## src/rtl/vstore_pkg.sv

```systemverilog
package vstore_pkg;

  localparam int WORD_W    = 9;
  localparam int B_SHIFT_N = 8;
  localparam int B_ECC_N   = 7;
  localparam int B_MAPW_N  = 6;
  localparam int B_FREE_N  = 5;
  localparam int B_STOP    = 3;
  localparam int B_FIN     = 2;
  localparam int B_MKOUT   = 1;

  typedef struct packed {
    logic shift_en;
    logic ecc_en;
    logic map_wait;
    logic free;
    logic fin_stop;
    logic fin_next;
    logic make_out;
  } vst_ctl_t;

  localparam vst_ctl_t CTL_IDLE = '{shift_en: 1'b0, ecc_en: 1'b0, map_wait: 1'b0,
                                    free: 1'b1, fin_stop: 1'b0, fin_next: 1'b0,
                                    make_out: 1'b0};

  function automatic logic [WORD_W-1:0] vst_encode(vst_ctl_t c);
    logic [WORD_W-1:0] w;
    w            = '0;
    w[B_SHIFT_N] = ~c.shift_en;
    w[B_ECC_N]   = ~c.ecc_en;
    w[B_MAPW_N]  = ~c.map_wait;
    w[B_FREE_N]  = ~c.free;
    w[B_STOP]    = c.fin_stop;
    w[B_FIN]     = c.fin_next;
    w[B_MKOUT]   = c.make_out;
    return w;
  endfunction

  function automatic vst_ctl_t vst_decode(logic [WORD_W-1:0] w);
    vst_ctl_t c;
    c.shift_en = ~w[B_SHIFT_N];
    c.ecc_en   = ~w[B_ECC_N];
    c.map_wait = ~w[B_MAPW_N];
    c.free     = ~w[B_FREE_N];
    c.fin_stop = w[B_STOP];
    c.fin_next = w[B_FIN];
    c.make_out = w[B_MKOUT];
    return c;
  endfunction

  // Microprogram: row chosen by victim flag, column by state.
  function automatic vst_ctl_t vst_program(bit vic, int st);
    vst_ctl_t c;
    c = CTL_IDLE;
    if (!vic) begin
      case (st)
        0: begin c.free = 1'b0; c.map_wait = 1'b1; end
        1: begin c.free = 1'b0; c.shift_en = 1'b1; c.ecc_en = 1'b1; end
        3: begin c.free = 1'b0; c.shift_en = 1'b1; c.ecc_en = 1'b1; c.fin_next = 1'b1; end
        5: begin c.free = 1'b0; c.make_out = 1'b1; c.fin_stop = 1'b1; end
        default: c = CTL_IDLE;
      endcase
    end else begin
      case (st)
        0: begin c.free = 1'b0; c.map_wait = 1'b1; end
        1, 3: begin c.free = 1'b0; c.shift_en = 1'b1; c.ecc_en = 1'b1; end
        5: begin c.free = 1'b0; c.shift_en = 1'b1; c.ecc_en = 1'b1; c.fin_next = 1'b1; end
        7: begin c.free = 1'b0; c.make_out = 1'b1; c.fin_stop = 1'b1; end
        default: c = CTL_IDLE;
      endcase
    end
    return c;
  endfunction

endpackage

```

## src/rtl/vst_rom.sv

```systemverilog
module vst_rom
  import vstore_pkg::*;
#(
  parameter int STATE_W = 4
) (
  input  logic [STATE_W:0]      addr,
  output logic [WORD_W-1:0]     word
);
  localparam int ROW   = 1 << STATE_W;
  localparam int DEPTH = 2 * ROW;

  logic [WORD_W-1:0] rom_mem [DEPTH];

  for (genvar i = 0; i < DEPTH; i++) begin : g_word
    assign rom_mem[i] = vst_encode(vst_program(i >= ROW, i % ROW));
  end

  assign word = rom_mem[addr];
endmodule

```

## src/rtl/vst_ctrl.sv

```systemverilog
module vst_ctrl #(
  parameter int STATE_W = 4
) (
  input  logic               free_q,
  input  logic               victim_q,
  input  logic [STATE_W-1:0] state_q,
  input  logic               io_store_a,
  input  logic               victim_a,
  input  logic               map_wait_data,
  input  logic               hold,
  input  logic               mem_wait_q,
  output logic               start,
  output logic               step,
  output logic [STATE_W-1:0] state_d,
  output logic               victim_d
);
  localparam logic [STATE_W-1:0] ONE = STATE_W'(1);

  logic victim_req;
  logic busy_go;

  always_comb begin
    victim_req = victim_a & map_wait_data;
    start      = free_q & (io_store_a | victim_req);
    busy_go    = ~free_q & ~hold & ~mem_wait_q;
    step       = start | busy_go;
  end

  always_comb begin
    if (start) begin
      state_d = '0;
    end else begin
      state_d = state_q + ONE;
      if (!free_q) state_d[0] = 1'b1;
    end
  end

  always_comb begin
    if (start)        victim_d = victim_req & ~io_store_a;
    else if (free_q)  victim_d = 1'b0;
    else if (victim_a) victim_d = 1'b1;
    else              victim_d = victim_q;
  end
endmodule

```

## src/rtl/vst_memwait.sv

```systemverilog
module vst_memwait (
  input  logic clk,
  input  logic rst_n,
  input  logic mem_active,
  input  logic mem_write,
  input  logic mem_rom_b6,
  output logic mem_wait_q
);
  logic mem_wait_d;

  always_comb begin
    mem_wait_d = mem_wait_q;
    if (mem_active) mem_wait_d = ~mem_write & ~mem_rom_b6;
  end

  always_ff @(posedge clk or negedge rst_n) begin
    if (!rst_n) mem_wait_q <= 1'b0;
    else        mem_wait_q <= mem_wait_d;
  end
endmodule

```

## src/rtl/vstore_seq.sv

```systemverilog
module vstore_seq
  import vstore_pkg::*;
#(
  parameter int STATE_W = 4
) (
  input  logic               clk,
  input  logic               rst_n,
  input  logic               io_store_a,
  input  logic               victim_a,
  input  logic               map_wait_data,
  input  logic               hold,
  input  logic               mem_active,
  input  logic               mem_write,
  input  logic               mem_rom_b6,
  output logic               start_o,
  output logic [STATE_W-1:0] state_o,
  output logic               victim_o,
  output logic               free_o,
  output logic               shift_en_o,
  output logic               ecc_en_o,
  output logic               map_wait_o,
  output logic               fin_stop_o,
  output logic               fin_next_o,
  output logic               make_out_o,
  output logic               mem_wait_o
);
  localparam int AW = STATE_W + 1;

  logic [1:0]          rst_pipe;
  logic                rst_n_s;
  logic [STATE_W-1:0]  state_q, state_d;
  logic                victim_q, victim_d;
  logic                start, step;
  logic                mem_wait_q;
  logic [AW-1:0]       rom_addr;
  logic [WORD_W-1:0]   rom_word;
  vst_ctl_t            ctl_q, ctl_d;

  // Reset asserts asynchronously, releases on a clock edge.
  always_ff @(posedge clk or negedge rst_n) begin
    if (!rst_n) rst_pipe <= 2'b00;
    else        rst_pipe <= {rst_pipe[0], 1'b1};
  end
  assign rst_n_s = rst_pipe[1];

  vst_ctrl #(.STATE_W(STATE_W)) u_ctrl (
    .free_q        (ctl_q.free),
    .victim_q      (victim_q),
    .state_q       (state_q),
    .io_store_a    (io_store_a),
    .victim_a      (victim_a),
    .map_wait_data (map_wait_data),
    .hold          (hold),
    .mem_wait_q    (mem_wait_q),
    .start         (start),
    .step          (step),
    .state_d       (state_d),
    .victim_d      (victim_d)
  );

  vst_memwait u_memwait (
    .clk        (clk),
    .rst_n      (rst_n_s),
    .mem_active (mem_active),
    .mem_write  (mem_write),
    .mem_rom_b6 (mem_rom_b6),
    .mem_wait_q (mem_wait_q)
  );

  assign rom_addr = {victim_d, state_d};

  vst_rom #(.STATE_W(STATE_W)) u_rom (
    .addr (rom_addr),
    .word (rom_word)
  );

  always_comb begin
    ctl_d = ctl_q;
    if (step) ctl_d = vst_decode(rom_word);
  end

  always_ff @(posedge clk or negedge rst_n_s) begin
    if (!rst_n_s) begin
      state_q <= '0;
      ctl_q   <= CTL_IDLE;
    end else if (step) begin
      state_q <= state_d;
      ctl_q   <= ctl_d;
    end
  end

  always_ff @(posedge clk or negedge rst_n_s) begin
    if (!rst_n_s) victim_q <= 1'b0;
    else          victim_q <= victim_d;
  end

  assign start_o    = start;
  assign state_o    = state_q;
  assign victim_o   = victim_q;
  assign free_o     = ctl_q.free;
  assign shift_en_o = ctl_q.shift_en;
  assign ecc_en_o   = ctl_q.ecc_en;
  assign map_wait_o = ctl_q.map_wait;
  assign fin_stop_o = ctl_q.fin_stop;
  assign fin_next_o = ctl_q.fin_next;
  assign make_out_o = ctl_q.make_out;
  assign mem_wait_o = mem_wait_q;
endmodule


```

## config.mk

```make
export PLATFORM = sky130hd
export DESIGN_NAME = vstore_seq
export DESIGN_NICKNAME = d
export VERILOG_FILES = /design/src/rtl/vstore_pkg.sv /design/src/rtl/vst_rom.sv /design/src/rtl/vst_ctrl.sv /design/src/rtl/vst_memwait.sv /design/src/rtl/vstore_seq.sv
export SDC_FILE = /design/constraint.sdc
export NUM_CORES = 1
export LEC_CHECK = 0
export ABC_AREA = 1
export BUFFER_PORTS_ARGS = -buffer_cell sky130_fd_sc_hd__buf_4
export CORE_MARGIN = 2
export CORE_UTILIZATION = 45
export DETAILED_ROUTE_END_ITERATION = 10
export PLACE_DENSITY = 0.74
export SETUP_SLACK_MARGIN = 0.2
export SYNTH_ARGS = -nofsm -noshare
export SYNTH_HDL_FRONTEND = slang
export SYNTH_SLANG_ARGS = --single-unit
```

## constraint.sdc

```tcl
create_clock -name clk -period 1.7 [get_ports clk]
set_clock_uncertainty 0.1 [all_clocks]
set_input_delay 0.255 -clock clk [delete_from_list [all_inputs] [get_ports clk]]
set_output_delay 0.255 -clock clk [all_outputs]
set_load 0.05 [all_outputs]
```

==> impl_metrics.csv <==
group,metric,value,unit
clock_network,clock_latency,0.28,ns
synth,synth_seq_cells,13,
sta,fmax,630,MHz
global_route,grt_overflow_total,0,
global_route,grt_max_degree,12,
setup_path,cp.arrival,1.23,ns
synth,ys_top_cells_by_area,"dfrtp_1 42%, nand2_1 16%, inv_1 6.9%",
job,maxCapViolCount,0,
synth,yosysUniqueCellTypes,21,
sta,rsz0062_at_grt,"yes",
routing,viasPerCell,5.00,
sta,finalSetupTns,0,ns
finish,fin_nets,133,
power,leakage,0.533,nW
routing,ant_nets,0,
routing,wl_per_cell,12.3,um
clock_network,cts-root-buf,"clkbuf_4",
clock_network,clkTransAtPathRegs,0.08,ns
die,rows,14,
sta,fin_crit,1.59,ns
synth,synth_warnings,0,
setup_path,criticalPathCategory,"reg2out",
clock_network,clockBufferDepth,2,
synth,syn_avg_cell_area,7.68,um^2
die,io_pins,23,
synth,synth_flop_cell,"dfrtp_1",
die,start_util,47.5,%
clock_network,cts_tree,"built",
finish,diodes,0,
setup_path,crit_required,1.34,ns
synth,synth_top_area_share,42.5,%
finish,drive_above_1_share,39.3,%
placement,dp_hpwl,1160,um
global_route,antenna_found_initial,0,
routing,vias,690,
sta,finalCritPeriodShare,93.3,%
die,dieArea,1900,um^2
routing,initialDrtViolationCount,12,
finish,syn2layout_area_growth,42.7,%
global_route,grt_first_pass_wirelength,2820,um
global_route,grt_pass1_vias,674,
routing,totalWireLength,1690,um
finish,final_util,67.7,%
die,die-height,43.6,um
power,peakVddDrop,1340,uV
synth,syn_area,707,um^2
sta,setup_violations,0,
synth,syn_inst,92,
clock_network,numCtsBuffers,3,
power,p_per_area,2220,nW/um^2
die,die_x,43.6,um
routing,drc,0,
setup_path,crit_fanout,5,
sta,slew_violations,0,
synth,syn-num-nets,102,
min_path,hold_class,"in2reg",
placement,place.gp.congestion,0.929,
die,core,1490,um^2
synth,synth-seq-area-share,46.2,%
setup_path,start_kind,"flop",
routing,dr.pass1.iters,4,
global_route,grt_use_total,20.0,%
synth,synth-edff-count,0,
sta,finalHoldViolCount,0,
finish,fillers,123,
synth,synth_top_area_cell,"dfrtp_1",
setup_path,cp-end-kind,"primary output",
run_status,status,"complete, no violations",
placement,io_buffers,22,
clock_network,h-tree-depth,1,
clock_network,clock-sinks,13,
synth,async_reset_ff_share,100,%
==> routing by layer <==
metal	wire length [um]	track usage (%)
met4	26	9.70
met1	751	26.8
met2	827	29.1
met5	0	0
met3	87	6.25
==> repair_timing <==
action	in CTS	in global routing
resized for setup	5	3
endpoints found under the setup margin	2	10
pin swaps	1	2
hold buffers	1	0
buffers inserted	3	2
endpoints found under the hold margin	2	0
==> final timing paths <==
kind	startpoint	slack [ns]	cells after the start	end
worst min register to register	rst_pipe[1]	0.09	0	victim_o
max in group asynchronous	rst_pipe[1]	1.08	0	free_o
worst min-delay path	mem_active	0.07	2	u_memwait.mem_wait_q
min in group asynchronous	rst_pipe[1]	0.09	0	victim_o
worst max-delay path	free_o	0.11	2	free_o
worst max register to register	free_o	0.13	10	free_o
==> metrics by stage <==
stage          hold slack, ns  worst slack (ns)  total power, mW  instances  cell area, um^2
5_1_grt                0.0739            0.0472             2.39        138             1010
2_1_floorplan          -0.141             0.212             1.54         92              729
3_3_place_gp          -0.0632             0.267             1.85        128              900
6_report               0.0650             0.114             2.23        138             1010
4_1_cts                0.0680             0.117             2.17        136              983
3_5_place_dp          -0.0625             0.255             1.87        128              900
==> critical path, cell delays in order, from the launching register on <==
cell	delay [ns]
dfstp_4	0.68
buf_4	0.13
buf_8	0.13
==> final cells by class <==
class	count	area (um^2)	share of cell area, %
Multi-Input combinational cell	62	337	33.4
Tap cell	16	20.0	1.99
Clock buffer	3	22.5	2.23
Inverter	15	60.1	5.96
Sequential cell	13	333	33.0
Clock inverter	1	5.00	0.496
Timing Repair Buffer	28	231	23.0
==> sequential cells by signal, summed over array words and instances (netlist names) <==
name	cells
u_memwait.mem_wait_q	1
map_wait_o	1
shift_en_o	1
victim_o	1
fin_stop_o	1
rst_pipe	2
state_o	4
free_o	1
fin_next_o	1
==> synth_stat cells (2+ instances only) <==
cell     instances
buf_4            2
nand3_1          4
dfrtp_1         12
nand2_1         31
nor2_1           6
nand2_2          2
nand2_4          2
a21oi_1          2
nand3_2          2
nand4_1          2
inv_1           13
o21ai_0          4
inv_2            2
==> logic make-up after synthesis <==
group           count (synthesis)  synth area share, %
flops                          13                 46.2
compound gates                 10                 8.32
buf+inv                        17                 10.1
fa+ha+maj                       1                 1.77
simple gates                   50                 33.1
other cells                     1                0.530
==> power breakdown <==
part           internal [mW]  switching (mW)
clock                 0.0875           0.112
sequential             0.439           0.128
combinational          0.512           0.955
==> cell usage in the layout (no fill, tap or decap), types with 2 or more instances in the layout <==
cell      netlist  final
nand4_1         2      2
inv_1          13     11
inv_2           2      3
dfrtp_2         0      2
nand2_2         2      3
nand3_2         2      2
nand3_1         4      4
clkbuf_4        0      3
dfrtp_1        12     10
buf_4           2     24
nand2_1        31     30
o21ai_0         4      4
nor2_1          6      6
buf_8           0      2
Note: power is estimated with default switching activity, not from simulation.
